<file path="config.mk">
export PLATFORM = sky130hd
export DESIGN_NAME = pdreq_gen
export DESIGN_NICKNAME = d
export VERILOG_FILES = /design/src/rtl/pdreq_pkg.sv /design/src/rtl/pdreq_rst_sync.sv /design/src/rtl/pdreq_pin_sync.sv /design/src/rtl/pdreq_idle_filter.sv /design/src/rtl/pdreq_req_flag.sv /design/src/rtl/pdreq_gen.sv
export SDC_FILE = /design/constraint.sdc
export NUM_CORES = 1
export LEC_CHECK = 0
export BUFFER_PORTS_ARGS = -buffer_cell sky130_fd_sc_hd__buf_4
export CAP_MARGIN = 40
export CORE_ASPECT_RATIO = 0.6
export CORE_MARGIN = 2
export CORE_UTILIZATION = 57
export CTS_BUF_LIST = sky130_fd_sc_hd__clkbuf_16
export DETAILED_ROUTE_END_ITERATION = 7
export PLACE_DENSITY = 0.81
export SLEW_MARGIN = 20
export SYNTH_ARGS = -nofsm -noshare
export SYNTH_HDL_FRONTEND = slang
export SYNTH_SLANG_ARGS = --single-unit
</file>
<file path="constraint.sdc">
create_clock -name clk_i -period 1 [get_ports clk_i]
set_clock_uncertainty 0.05 [all_clocks]
set_input_delay 0.05 -clock clk_i [delete_from_list [all_inputs] [get_ports clk_i]]
set_output_delay 0.05 -clock clk_i [all_outputs]
set_load 0.005 [all_outputs]
</file>
<file path="src/rtl/pdreq_pkg.sv">
package pdreq_pkg;

  localparam int unsigned PD_NPINS  = 2;
  localparam int unsigned PD_PER_W  = 4;
  localparam int unsigned PD_SYNC_N = 2;

  // Filter sequencing: waiting for quiet, counting quiet run, request spent
  typedef enum logic [1:0] {
    FLT_WAIT  = 2'd0,
    FLT_RUN   = 2'd1,
    FLT_SPENT = 2'd2
  } flt_state_e;

endpackage

</file>
<file path="src/rtl/pdreq_rst_sync.sv">
module pdreq_rst_sync #(
  parameter int unsigned STAGES = 2
) (
  input  logic clk_i,
  input  logic rst_ni,
  output logic rst_sync_no
);

  logic [STAGES-1:0] rq_q;
  logic [STAGES-1:0] rq_d;

  always_comb begin
    rq_d = {rq_q[STAGES-2:0], 1'b1};
  end

  always_ff @(posedge clk_i or negedge rst_ni) begin
    if (!rst_ni) begin
      rq_q <= '0;
    end else begin
      rq_q <= rq_d;
    end
  end

  assign rst_sync_no = rq_q[STAGES-1];

endmodule

</file>
<file path="src/rtl/pdreq_pin_sync.sv">
module pdreq_pin_sync #(
  parameter int unsigned NPINS  = 2,
  parameter int unsigned STAGES = 2
) (
  input  logic             clk_i,
  input  logic             rst_ni,
  input  logic [NPINS-1:0] pin_i,
  output logic [NPINS-1:0] pin_s_o
);

  for (genvar gi = 0; gi < NPINS; gi++) begin : g_pin
    logic [STAGES-1:0] sh_q;
    logic [STAGES-1:0] sh_d;

    always_comb begin
      sh_d = {sh_q[STAGES-2:0], pin_i[gi]};
    end

    always_ff @(posedge clk_i or negedge rst_ni) begin
      if (!rst_ni) begin
        sh_q <= '0;
      end else begin
        sh_q <= sh_d;
      end
    end

    assign pin_s_o[gi] = sh_q[STAGES-1];
  end

endmodule

</file>
<file path="src/rtl/pdreq_idle_filter.sv">
module pdreq_idle_filter
  import pdreq_pkg::*;
#(
  parameter int unsigned NPINS = 2,
  parameter int unsigned PER_W = 4,
  localparam int unsigned CNT_W = 1 << PER_W
) (
  input  logic             clk_i,
  input  logic             rst_ni,
  input  logic [NPINS-1:0] pin_s_i,
  input  logic [NPINS-1:0] pin_en_i,
  input  logic [NPINS-1:0] pin_pol_i,
  input  logic [PER_W-1:0] period_i,
  output logic             quiet_o,
  output logic             fire_o
);

  logic [NPINS-1:0] pin_ok;
  logic [CNT_W-1:0] tgt_m1;
  logic [CNT_W-1:0] cnt_q, cnt_d;
  logic             cnt_en;
  flt_state_e       st_q, st_d;

  // A pin is fine when disabled or sitting at the inverse of its interrupt level
  for (genvar gi = 0; gi < NPINS; gi++) begin : g_ok
    assign pin_ok[gi] = ~pin_en_i[gi] | (pin_s_i[gi] ^ pin_pol_i[gi]);
  end

  assign quiet_o = (|pin_en_i) & (&pin_ok);
  assign tgt_m1  = (CNT_W'(1) << period_i) - CNT_W'(1);

  always_comb begin
    st_d   = st_q;
    cnt_d  = cnt_q;
    cnt_en = 1'b0;
    fire_o = 1'b0;
    if (!quiet_o) begin
      st_d   = FLT_WAIT;
      cnt_d  = '0;
      cnt_en = 1'b1;
    end else begin
      unique case (st_q)
        FLT_WAIT, FLT_RUN: begin
          if (cnt_q == tgt_m1) begin
            fire_o = 1'b1;
            st_d   = FLT_SPENT;
          end else begin
            cnt_d  = cnt_q + CNT_W'(1);
            cnt_en = 1'b1;
            st_d   = FLT_RUN;
          end
        end
        FLT_SPENT: begin
          st_d = FLT_SPENT;
        end
        default: begin
          st_d = FLT_WAIT;
        end
      endcase
    end
  end

  always_ff @(posedge clk_i or negedge rst_ni) begin
    if (!rst_ni) begin
      st_q <= FLT_WAIT;
    end else begin
      st_q <= st_d;
    end
  end

  always_ff @(posedge clk_i or negedge rst_ni) begin
    if (!rst_ni) begin
      cnt_q <= '0;
    end else if (cnt_en) begin
      cnt_q <= cnt_d;
    end
  end

  // the run counter never passes the programmed length
  p_cnt_bound_r4: assert property (@(posedge clk_i) disable iff (!rst_ni)
    cnt_q <= tgt_m1);

  // losing the quiet state clears the run
  p_restart_r5: assert property (@(posedge clk_i) disable iff (!rst_ni)
    !quiet_o |=> (cnt_q == '0) && (st_q == FLT_WAIT));

  // a fire is never followed by another without a break
  p_single_fire_r8: assert property (@(posedge clk_i) disable iff (!rst_ni)
    fire_o |=> !fire_o);

endmodule

</file>
<file path="src/rtl/pdreq_req_flag.sv">
module pdreq_req_flag (
  input  logic clk_i,
  input  logic rst_ni,
  input  logic fire_i,
  input  logic clr_i,
  output logic flag_o,
  output logic irq_o
);

  logic flag_q, flag_d, flag_en;
  logic irq_q, irq_d;

  always_comb begin
    flag_en = fire_i | clr_i;
    flag_d  = fire_i;        // set has priority over clear
    irq_d   = fire_i;
  end

  always_ff @(posedge clk_i or negedge rst_ni) begin
    if (!rst_ni) begin
      flag_q <= 1'b0;
    end else if (flag_en) begin
      flag_q <= flag_d;
    end
  end

  always_ff @(posedge clk_i or negedge rst_ni) begin
    if (!rst_ni) begin
      irq_q <= 1'b0;
    end else begin
      irq_q <= irq_d;
    end
  end

  assign flag_o = flag_q;
  assign irq_o  = irq_q;

  // the flag survives any cycle without a clear
  p_sticky_r7: assert property (@(posedge clk_i) disable iff (!rst_ni)
    (flag_o && !clr_i) |=> flag_o);

  // a fire always leaves the flag set, clear or not
  p_set_wins_r9: assert property (@(posedge clk_i) disable iff (!rst_ni)
    fire_i |=> flag_o);

  // the interrupt only accompanies a set flag and lasts one cycle
  p_irq_flag_r6: assert property (@(posedge clk_i) disable iff (!rst_ni)
    irq_o |-> flag_o);
  p_irq_pulse_r6: assert property (@(posedge clk_i) disable iff (!rst_ni)
    irq_o |=> !irq_o);

endmodule

</file>
<file path="src/rtl/pdreq_gen.sv">
module pdreq_gen
  import pdreq_pkg::*;
#(
  parameter int unsigned NPINS  = PD_NPINS,
  parameter int unsigned PER_W  = PD_PER_W,
  parameter int unsigned SYNC_N = PD_SYNC_N
) (
  input  logic             clk_i,
  input  logic             rst_ni,
  input  logic [NPINS-1:0] pin_i,
  input  logic [NPINS-1:0] pin_en_i,
  input  logic [NPINS-1:0] pin_pol_i,
  input  logic [PER_W-1:0] period_i,
  input  logic             req_clr_i,
  output logic             pd_req_o,
  output logic             pd_irq_o
);

  logic             rst_int_n;
  logic [NPINS-1:0] pin_s;
  logic             quiet;
  logic             fire;

  pdreq_rst_sync #(.STAGES(SYNC_N)) u_rst (
    .clk_i       (clk_i),
    .rst_ni      (rst_ni),
    .rst_sync_no (rst_int_n)
  );

  pdreq_pin_sync #(.NPINS(NPINS), .STAGES(SYNC_N)) u_sync (
    .clk_i   (clk_i),
    .rst_ni  (rst_int_n),
    .pin_i   (pin_i),
    .pin_s_o (pin_s)
  );

  pdreq_idle_filter #(.NPINS(NPINS), .PER_W(PER_W)) u_filt (
    .clk_i     (clk_i),
    .rst_ni    (rst_int_n),
    .pin_s_i   (pin_s),
    .pin_en_i  (pin_en_i),
    .pin_pol_i (pin_pol_i),
    .period_i  (period_i),
    .quiet_o   (quiet),
    .fire_o    (fire)
  );

  pdreq_req_flag u_flag (
    .clk_i  (clk_i),
    .rst_ni (rst_int_n),
    .fire_i (fire),
    .clr_i  (req_clr_i),
    .flag_o (pd_req_o),
    .irq_o  (pd_irq_o)
  );

  // with every pin disabled no interrupt can follow
  p_no_en_r2: assert property (@(posedge clk_i) disable iff (!rst_int_n)
    (pin_en_i == '0) |=> !pd_irq_o);

  // a new interrupt is only ever preceded by a quiet cycle
  p_irq_after_quiet_r4: assert property (@(posedge clk_i) disable iff (!rst_int_n)
    $rose(pd_irq_o) |-> $past(quiet));

  // reset leaves both outputs low
  always_comb begin
    if (!rst_ni) begin
      p_reset_low_r1: assert (!pd_req_o && !pd_irq_o);
    end
  end

endmodule

</file>
==> results of run 1 <==
## power breakdown
| part | total, mW | switching [mW] | internal, mW |
|---|---|---|---|
| logic | 0.758 | 0.446 | 0.313 |
| registers | 1.11 | 0.0227 | 1.08 |
| clock network | 1.22 | 0.419 | 0.799 |
## synth_stat cells (3+ instances only)
library cell	number
and3_1	5
o21a_1	3
nand2_1	18
o21ai_0	7
nor2_1	15
xnor2_1	10
mux2i_1	4
nor3_1	3
nand3_1	4
a21oi_1	12
nand2b_1	4
o31ai_1	5
or4_1	4
or3_1	3
buf_6	4
a31oi_1	3
dfrtp_1	26
inv_1	4
## flip-flops by register name (all words and copies together) (netlist names)
name / count
u_filt.cnt_q: 16
u_flag.flag_o: 1
u_filt.st_q: 2
u_sync.g_pin.sh_q: 4
u_rst.rq_q: 2
u_flag.irq_o: 1
## routing by layer
layer | track usage | wire (µm) | vias to the layer above
li1 | - | - | 806
met1 | 0.5831 | 3108 | 1079
met4 | 0.3286 | 1123 | 0
met3 | 0.2298 | 1917 | 158
met5 | 0 | 0 | -
met2 | 0.7735 | 3612 | 391
## repair_timing
item | 4_1_cts | 5_1_grt
pin swaps | 24 | 20
resized for setup | 48 | 23
setup buffers | 9 | 2
hold buffers | 3 | 0
endpoints found under the setup margin | 20 | 20
cloned | 2 | 0
endpoints found under the hold margin | 4 | 0
## final timing paths
check,from,endpoint,slack [ps],depth (start not counted)
max in group asynchronous,u_rst.rq_q[1],u_filt.cnt_q[8],420,1
worst max-delay path,period_i[3],u_filt.cnt_q[5],-1500,14
min in group clk_i,req_clr_i,u_flag.flag_o,70,3
worst min-delay path,rst_ni,u_rst.rq_q[0],60,2
worst min register to register,u_rst.rq_q[1],u_filt.cnt_q[10],220,1
worst max register to register,u_filt.cnt_q[2],u_filt.cnt_q[5],-1410,9
## worst reg2reg max path: stages (launching register included)
cell and delay (ps):
dfrtp_1 450, xor2_2 210, xnor2_1 210, nand4b_1 210, nor4_4 400, buf_4 210
buf_6 110, a31oi_4 130, a31oi_1 240, a41o_1 140
## metrics by stage
stage                     cells  instance area, µm²  setup TNS, ps  hold slack, ps
after CTS                   296                2633         -22130           29.56
after detailed placement    279                2201         -28130          -216.0
after global routing        298                2766         -29290           49.65
after global placement      279                2201         -26020          -218.3
after floorplan             181                1733         -23520          -295.6
final                       298                2766         -27940           58.76
## logic make-up (layout without fill, tap and decap cells)
kind of cell / Yosys count / in the layout
muxes: 5 / 5
buffers and inverters: 13 / 86
xor gates and xnor gates: 12 / 12
and+or+nand+nor: 75 / 76
adders and majority gates: 2 / 2
DFF: 26 / 26
AOI/OAI and AO/OA: 47 / 48
other: 1 / 1
## area by class of cell
type / count / area [µm²] / share of cell area
clock buffers: 3 / 75.07 / 0.02714
flip-flops and latches: 26 / 651.9 / 0.2356
well taps: 42 / 52.55 / 0.01900
repair buffers: 78 / 661.9 / 0.2393
clock inverters: 1 / 30.03 / 0.01085
multi-input cells: 144 / 1280 / 0.4627
inverters: 4 / 15.01 / 0.005427
==> results.sh, run 1 <==
export IMPL_final_max_slew_viol_count=0
export IMPL_via_count=2434
export IMPL_cts_root_buffer="clkbuf_16"
export IMPL_syn_nets=196
export IMPL_hold_class="input port to asynchronous set/reset pin"
export IMPL_detail_route_wl_per_cell_um=32.76
export IMPL_ys_top_cells_by_area="dfrtp_1 (38%), xnor2_1 (5.2%), nand2_1 (4.0%)"
export IMPL_antenna_left=0
export IMPL_place_congestion=0.9130
export IMPL_cts_tree="built"
export IMPL_die_height_um=46.25
export IMPL_synth_top_family_by_area="simple AND/OR/NAND/NOR gates"
export IMPL_synthMuxAreaShare=0.03026
export IMPL_max_clock_freq_mhz=400.2
export IMPL_die_area_mm2=0.003441
export IMPL_cts_sinks=26
export IMPL_finalHoldViolations=0
export IMPL_syn_area_mm2=0.001695
export IMPL_drc=78
export IMPL_final_cell_mix="buf_4 (61), dfrtp_1 (25), nand2_1 (16)"
export IMPL_ys_seq_area_frac=0.3838
export IMPL_cts_buffers=3
export IMPL_rsz0062_at_grt="true"
export IMPL_insertedDiodeCount=0
export IMPL_track_usage=0.5060
export IMPL_htree_levels=1
export IMPL_viasPerCell=8.168
export IMPL_drtIter0Drc=687
export IMPL_io_buffers=14
export IMPL_drive_above_1_share=0.5352
export IMPL_ir_worst_vdd_uv=888.3
export IMPL_cp_required_ps=1110
export IMPL_grt_pass1_wl_um=11990
export IMPL_maxSlewHeadroom=0.5785
export IMPL_final_common_cell="buf_4"
export IMPL_path_delay_family="compound AO/OA/AOI/OAI gates"
export IMPL_p_total_mw=3.081
export IMPL_antenna_found_initial=0
export IMPL_yosys_area_share_adder=0.01476
export IMPL_cp_end_kind="register"
export IMPL_postSynthCellCount=181
export IMPL_grt_pass1_vias=2180
export IMPL_maxCapViolations=0
export IMPL_routed_wl_um=9761
export IMPL_rows=15
export IMPL_boundaryPins=15
export IMPL_synthXorXnorAreaFrac=0.06199
export IMPL_fp_coreArea_mm2=0.002853
export IMPL_fp_dieW_um=74.41
export IMPL_yosys_warnings=0
export IMPL_worst_slew_pin_slew_ps=632.3
export IMPL_critical_path_cell_chain="buf_8 > nor3_4 > nand2_2 > ha_4 > buf_4 > nand2_1 > nor2_1 > o21ai_0 > a22oi_2 > buf_6 > buf_4 > a31oi_4 > a31oi_1 > a41o_1"
export IMPL_setup_ws_ps=-1499
export IMPL_clk_latency_ps=270
export IMPL_yosysTopAreaCellShare=0.3838
export IMPL_start_kind="input port"
export IMPL_synth_seq_cells=26
export IMPL_synth_compound_area_frac=0.1948
export IMPL_post_route_min_period_ps=2499
export IMPL_firstDrtPassIters=8
export IMPL_dpl_worst_slack_ps=-1499
export IMPL_violations="DRC, setup timing"
export IMPL_start_util=0.5943
export IMPL_crit_slowest_cell="o21ai_0"
export IMPL_synth_top_flop_cell="dfrtp_1"
export IMPL_finalSetupViolations=20
export IMPL_grt_overflow=0
export IMPL_nNetsFinal=272
export IMPL_cp_common_cell="buf_4"
export IMPL_synth_edf_count=0
export IMPL_cp_max_fo=8
export IMPL_fillers=48
export IMPL_yosys_cell_types_count=55
export IMPL_cpPeakStageDelay_ps=400
export IMPL_clkSlewWorstSetupHoldPaths_ps=70
export IMPL_utilization=0.9697
export IMPL_total_leakage_power_nw=1.206
export IMPL_status="finished, violations left"
export IMPL_crit_buf_inv=4
export IMPL_clockBufferDepth=2
export IMPL_synth_simple_area_share=0.2620
export IMPL_syn_avg_cell_area_um2=9.367
export IMPL_power_density_mw_per_mm2=1114
export IMPL_timing_final_crit_share=2.499
export IMPL_crit_type="input port to register"
export IMPL_async_flop_share=1.000
export IMPL_cp_arrival_ps=2610
export IMPL_grt_start_max_net_pins=25
export IMPL_synth_top_area_cell="dfrtp_1"
export IMPL_synthToLayoutAreaGrowth_pct=63.17
export IMPL_hpwl_um=3739
Note: power is estimated with default switching activity, not from simulation.
==> run 2: changes to the inputs <==
- ABC_AREA: default -> 1
- PLACE_DENSITY: 0.81 -> 0.8
==> run 2 against run 1 <==
  * The flow finishes with violations (setup timing)
  * Die area rose by 17%
  * First-iteration DRC count shrank 43%
  * Flip-flop and latch count did not move
  * Cell area rose by 2.5%
  * Wire length shrank 17%
  * Utilization down 11 points
  * Clock-buffer cell count is the same
  * Fmax rose by 33%
  * Critical path depth fell by 2
  * Combinational power decreased by 15%
  * Synthesized cell count up 67%
  * Critical path type is now register to register
  * Critical endpoint is now u_filt.cnt_q[2]
  * Largest cell class unchanged
==> results.sh, run 2 <==
export IMPL_die_height_um=49.96
export IMPL_grt_start_max_net_pins=25
export IMPL_pwr_share_clk=0.406
export IMPL_hold_class="input port to asynchronous set/reset pin"
export IMPL_p_switching_mw=0.8253
export IMPL_r2r_cells=12
export IMPL_track_usage=0.3522
export IMPL_boundaryPins=15
export IMPL_synth_top_flop_cell="dfrtp_1"
export IMPL_ir_worst_vdd_uv=980.8
export IMPL_cp_required_ps=1090
export IMPL_violations="setup timing"
export IMPL_start_util=0.6076
export IMPL_syn_area_mm2=0.002007
export IMPL_nNetsFinal=388
export IMPL_antenna_found_initial=0
export IMPL_drc=0
export IMPL_cp_max_fo=7
export IMPL_cts_buffers=3
export IMPL_clk_latency_ps=270
export IMPL_final_area_mm2=0.002836
export IMPL_syn_nets=317
export IMPL_r2r_start="u_filt.cnt_q[11]"
export IMPL_synthTopCellsByCount="nand2_1 (101), nand3_1 (41), inv_1 (36)"
export IMPL_synth_edf_count=0
export IMPL_yosysMostFrequentCell="nand2_1"
export IMPL_cp_startpoint="u_filt.cnt_q[11]"
export IMPL_syn_avg_cell_area_um2=6.645
export IMPL_synth_top_area_cell="dfrtp_1"
export IMPL_p_total_mw=2.979
export IMPL_internal_power_mw=2.154
export IMPL_top_regs="u_filt.cnt_q (16), u_sync.g_pin.sh_q (4)"
export IMPL_rsz0062_at_grt="true"
export IMPL_detail_route_wl_per_cell_um=19.38
export IMPL_rows=16
export IMPL_timing_final_crit_share=1.875
export IMPL_post_route_min_period_ps=1875
export IMPL_ys_seq_area_frac=0.3242
export IMPL_synthToLayoutAreaGrowth_pct=41.33
export IMPL_io_buffers=14
export IMPL_yosysTopAreaCellShare=0.3242
export IMPL_fp_coreArea_mm2=0.003303
export IMPL_regMostFlops="u_filt.cnt_q"
export IMPL_viasPerCell=6.333
export IMPL_grt_pass1_wl_um=10610
export IMPL_async_flop_share=1.000
export IMPL_ys_top_cells_by_area="dfrtp_1 (32%), nand2_1 (19%), nand3_1 (10%)"
export IMPL_drtIter0Drc=393
export IMPL_rrSetupSlack_ps=-880
export IMPL_largest_reg_flops=16
export IMPL_die_area_mm2=0.004027
export IMPL_grt_overflow=0
export IMPL_routed_wl_um=8080
export IMPL_yosys_warnings=0
export IMPL_maxCapViolations=0
export IMPL_finalSetupViolations=20
export IMPL_insertedDiodeCount=0
export IMPL_final_cell_mix="nand2_1 (96), buf_4 (68), nand3_1 (35)"
export IMPL_firstDrtPassIters=6
export IMPL_place_congestion=0.9473
export IMPL_cts_tree="built"
export IMPL_yosys_cell_types_count=27
export IMPL_postSynthCellCount=302
export IMPL_seqPwrFrac=0.376
export IMPL_cp_arrival_ps=1970
export IMPL_htree_levels=1
export IMPL_via_count=2641
export IMPL_cts_sinks=26
export IMPL_crit_type="register to register"
export IMPL_start_kind="register"
export IMPL_grt_pass1_vias=2148
export IMPL_switching_share=0.2770
export IMPL_clockBufferDepth=2
export IMPL_synth_seq_cells=26
export IMPL_cp_end_kind="register"
export IMPL_cts_root_buffer="clkbuf_16"
export IMPL_r2r_end="u_filt.cnt_q[2]"
export IMPL_total_leakage_power_nw=1.526
export IMPL_hpwl_um=4228
export IMPL_power_density_mw_per_mm2=1050
export IMPL_max_clock_freq_mhz=533.3
export IMPL_finalHoldViolations=0
export IMPL_final_max_slew_viol_count=0
export IMPL_drive_above_1_share=0.3333
export IMPL_final_common_cell="nand2_1"
export IMPL_p_comb_frac=0.217
export IMPL_antenna_left=0
export IMPL_dpl_cell_area_mm2=0.002511
export IMPL_fp_dieW_um=80.61
export IMPL_setup_ws_ps=-875.1
export IMPL_crit_path_end="u_filt.cnt_q[2]"
export IMPL_clkSlewWorstSetupHoldPaths_ps=70
export IMPL_status="finished, violations left"
## run 2: cell types whose count changed in the layout (fill, tap and decap cells not counted), sizes merged, moves of 6 or more
cell   change
nand3     +37
a21oi     -11
o21ai      -6
nand4     +19
and3       -7
xor2      +13
nand2     +87
inv       +38
xnor2      -9
nor3       +8
## run 2: stage by stage
step	utilization	TNS (ps)	instances	hold slack (ps)	setup slack, ps
finish	0.8587	-16380	417	52.83	-875.1
global route	0.8587	-17220	417	62.30	-916.2
CTS	0.8182	-12060	411	54.65	-633.0
detailed placement	0.7602	-16220	401	-213.7	-848.7
global placement	0.7602	-15890	401	-216.8	-809.3
floorplan	-	-13900	302	-295.6	-748.5
## run 2: worst min path at each step
stage / end / slack (ps) / cells after the start
after CTS: u_rst.rq_q[0] / 50 / 2
after detailed placement: u_rst.rq_q[0] / -210 / 1
after floorplan: u_rst.rq_q[0] / -300 / 0
final: u_rst.rq_q[0] / 50 / 2
after global routing: u_rst.rq_q[1] / 60 / 2
after global placement: u_rst.rq_q[1] / -220 / 1
## run 2: area by class of cell
cell class | count | area, µm²
multi-input combinational | 224 | 1249
sequential | 26 | 654.4
timing repair buffer | 75 | 610.6
fill | 168 | 466.7
inverter | 43 | 161.4
clock buffer | 3 | 75.07
tap | 45 | 56.30
clock inverter | 1 | 30.03
## run 2: worst max-delay path, cell delays in order, from the launching register on
cell and delay [ps]:
dfrtp_1 460, inv_2 70, nand3_2 60, nand3_2 80
nor2_1 110, nand2_1 50, nor2_1 90, nand2_1 90
nor2_2 180, nand2_4 160, buf_8 170, nand4_1 90
nand2_1 90
## run 2: metal layers
metal  global-route usage  wire (µm)  vias to the layer above
li1                     -          -                     1106
met2               0.5653       3396                      265
met4               0.1017        658                        0
met1               0.4680       2962                     1167
met5                    0          0                        -
met3              0.09341       1062                      103
## run 2: power by group through the flow
stage | Combinational, mW | Clock (mW) | Sequential [mW]
after floorplan | 0.301 | 0 | 1.14
after global placement | 0.517 | 0 | 1.13
after detailed placement | 0.535 | 0 | 1.13
after CTS | 0.573 | 1.17 | 1.11
after global routing | 0.687 | 1.24 | 1.12
final | 0.648 | 1.21 | 1.12
## run 2: cells by family after synthesis
kind of cell | synth area share
compound gates | 0.01434
xor+xnor | 0.06983
simple gates | 0.4595
buf+inv | 0.1178
fa+ha+maj | 0.01247
flops | 0.3242
other cells | 0.001869
## run 2: repair_timing
item / CTS / global route
endpoints found under the hold margin: 5 / 0
resized for setup: 8 / 25
buffers inserted: 2 / 4
hold buffers: 4 / 0
pin swaps: 1 / 16
gates cloned: 0 / 2
endpoints found under the setup margin: 20 / 20
==> run 3: changes to the inputs <==
- SETUP_SLACK_MARGIN: default -> 0.3
==> run 3 against run 2 <==
  * The run ends with hold timing, setup timing left
  * Sequential power barely moved
  * Flip-flop and latch count did not move
  * Non-clock buffer count fell by 3
  * Wire length fell by 6.2%
  * Fmax rose by 1.3%
  * Cell count fell by 0.48%
  * Via count fell by 3.8%
  * Critical path depth fell by 1
  * Largest cell class unchanged
  * Largest power group unchanged
  * Highest routed layer unchanged
==> results.sh, run 3 (synthesis gave the netlist of run 2 again) <==
export IMPL_setup_ws_ps=-851.3
export IMPL_routed_wl_um=7583
export IMPL_final_cell_mix="nand2_1 (98), buf_4 (62), nand3_1 (35)"
export IMPL_cp_max_fo=5
export IMPL_viasPerCell=6.123
export IMPL_grt_start_max_net_pins=35
export IMPL_start_util=0.6076
export IMPL_crit_type="register to register"
export IMPL_fin_hold_ws_ps=-53.38
export IMPL_drc=0
export IMPL_track_usage=0.3631
export IMPL_firstDrtPassIters=8
export IMPL_cts_root_buffer="clkbuf_16"
export IMPL_switching_share=0.2694
export IMPL_p_switching_mw=0.7906
export IMPL_crit_slowest_cell="dfrtp_2"
export IMPL_max_clock_freq_mhz=540.2
export IMPL_cts_tree="built"
export IMPL_final_max_slew_viol_count=0
export IMPL_hold_end="u_flag.flag_o"
export IMPL_top_regs="u_filt.cnt_q (16), u_sync.g_pin.sh_q (4)"
export IMPL_clockBufferDepth=2
export IMPL_rows=16
export IMPL_cts_sinks=26
export IMPL_antenna_left=0
export IMPL_cp_common_cell="nand2_1"
export IMPL_hold_class="input port to register"
export IMPL_detail_route_wl_per_cell_um=18.27
export IMPL_cp_arrival_ps=1950
export IMPL_cp_required_ps=1100
export IMPL_clkSlewWorstSetupHoldPaths_ps=70
export IMPL_nNetsFinal=386
export IMPL_finalSetupViolations=20
export IMPL_synthToLayoutAreaGrowth_pct=40.34
export IMPL_htree_levels=1
export IMPL_grt_pass1_wl_um=11110
export IMPL_internal_power_mw=2.144
export IMPL_regMostFlops="u_filt.cnt_q"
export IMPL_finalHoldViolations=1
export IMPL_io_buffers=14
export IMPL_place_congestion=0.9793
export IMPL_r2r_start="u_filt.cnt_q[5]"
export IMPL_cts_hold_buffers=3
export IMPL_ir_worst_vdd_uv=820.9
export IMPL_largest_reg_flops=16
export IMPL_r2r_end="u_filt.cnt_q[3]"
export IMPL_critical_path_cell_chain="inv_2 > nand3_2 > nand2_1 > nand3_1 > nor2_1 > nand2_1 > nor2_4 > nand2_4 > buf_6 > nand4_1 > nand2_1"
export IMPL_rsz0062_at_grt="true"
export IMPL_seqPwrFrac=0.379
export IMPL_fp_coreArea_mm2=0.003303
export IMPL_boundaryPins=15
export IMPL_timing_final_crit_share=1.851
export IMPL_final_area_mm2=0.002816
export IMPL_post_route_min_period_ps=1851
export IMPL_start_kind="register"
export IMPL_cpPeakStageDelay_ps=450
export IMPL_clk_latency_ps=270
export IMPL_tns_ps=-15050
export IMPL_hold_start="req_clr_i"
export IMPL_die_height_um=49.96
export IMPL_fp_dieW_um=80.61
export IMPL_min_path_cells=2
export IMPL_p_comb_frac=0.214
export IMPL_fillers=167
export IMPL_grt_overflow=0
export IMPL_hpwl_um=4166
export IMPL_p_total_mw=2.935
export IMPL_r2r_cells=11
export IMPL_antenna_found_initial=0
export IMPL_rrSetupSlack_ps=-850
export IMPL_drive_above_1_share=0.3108
export IMPL_maxCapViolations=0
export IMPL_grt_pass1_vias=2302
export IMPL_final_common_cell="nand2_1"
export IMPL_status="finished, violations left"
export IMPL_power_density_mw_per_mm2=1042
export IMPL_insertedDiodeCount=0
export IMPL_cp_end_kind="register"
export IMPL_violations="hold timing, setup timing"
export IMPL_via_count=2541
export IMPL_pwr_share_clk=0.407
export IMPL_drtIter0Drc=422
export IMPL_dp_cells=399
export IMPL_total_leakage_power_nw=1.504
export IMPL_cts_buffers=3
export IMPL_dpl_cell_area_mm2=0.002510
export IMPL_finalNonFillerCells=415
export IMPL_die_area_mm2=0.004027
run 3: changes by cell type in the layout (fill, tap and decap cells not counted), moves of 2 or more:
| cell | before | now |
|---|---|---|
| buf_6 | 0 | 5 |
| nor2_1 | 12 | 15 |
| nand2_1 | 96 | 98 |
| inv_2 | 14 | 12 |
| inv_1 | 28 | 30 |
| buf_4 | 68 | 62 |
| nor2_2 | 6 | 2 |
run 3: worst max-delay path by stage:
stage                               start               end  slack (ps)  cells after the start
after floorplan               period_i[2]   u_filt.cnt_q[9]        -750                     17
after global placement        period_i[0]  u_filt.cnt_q[14]        -810                     16
after detailed placement      period_i[0]  u_filt.cnt_q[12]        -870                     16
after CTS                 u_filt.cnt_q[2]  u_filt.cnt_q[12]        -640                     12
after global routing      u_filt.cnt_q[5]   u_filt.cnt_q[3]        -890                     11
final                     u_filt.cnt_q[5]   u_filt.cnt_q[3]        -850                     11
run 3: routing by layer:
layer  part of all wire  wire length, µm  track usage
met1               0.39             2982       0.5160
met2               0.41             3116       0.5458
met3               0.13             1008      0.09341
met4              0.063              475       0.1017
met5                  0                0            0
run 3: area by class of cell:
type                    count  area, µm²  share of cell area
clock buffers               3      75.07             0.02665
clock inverters             1      30.03             0.01066
inverters                  43      161.4             0.05731
multi-input cells         225       1247              0.4429
flip-flops and latches     26      654.4              0.2323
well taps                  45      56.30             0.01999
repair buffers             72      591.8              0.2101
run 3: critical path: cells and delay by family, from the launching register on:
kind | cells | cell delay [ps]
flops | 1 | 450
buf+inv | 2 | 250
simple gates | 9 | 980
run 3: repair_timing:
item / 4_1_cts / 5_1_grt
pin swaps: 8 / 18
endpoints found under the hold margin: 5 / 1
setup endpoints to repair: 22 / 22
gates resized for setup: 13 / 16
setup buffers: 2 / 4
gates cloned: 3 / 0
run 3: power by group through the flow:
| stage | clock network [mW] | registers, mW | logic, mW |
|---|---|---|---|
| CTS | 1.18 | 1.11 | 0.557 |
| floorplan | 0 | 1.14 | 0.301 |
| global route | 1.26 | 1.12 | 0.678 |
| global placement | 0 | 1.13 | 0.519 |
| detailed placement | 0 | 1.13 | 0.536 |
| finish | 1.19 | 1.11 | 0.627 |
run 3: per-stage QoR:
stage | hold WS, ps | setup slack [ps] | util
final | -53.38 | -851.3 | 0.8527
after global routing | -61.13 | -890.4 | 0.8527
after CTS | -45.61 | -638.7 | 0.8258
after detailed placement | -215.0 | -867.2 | 0.7598
after global placement | -217.2 | -813.5 | 0.7598
after floorplan | -295.6 | -748.5 | -
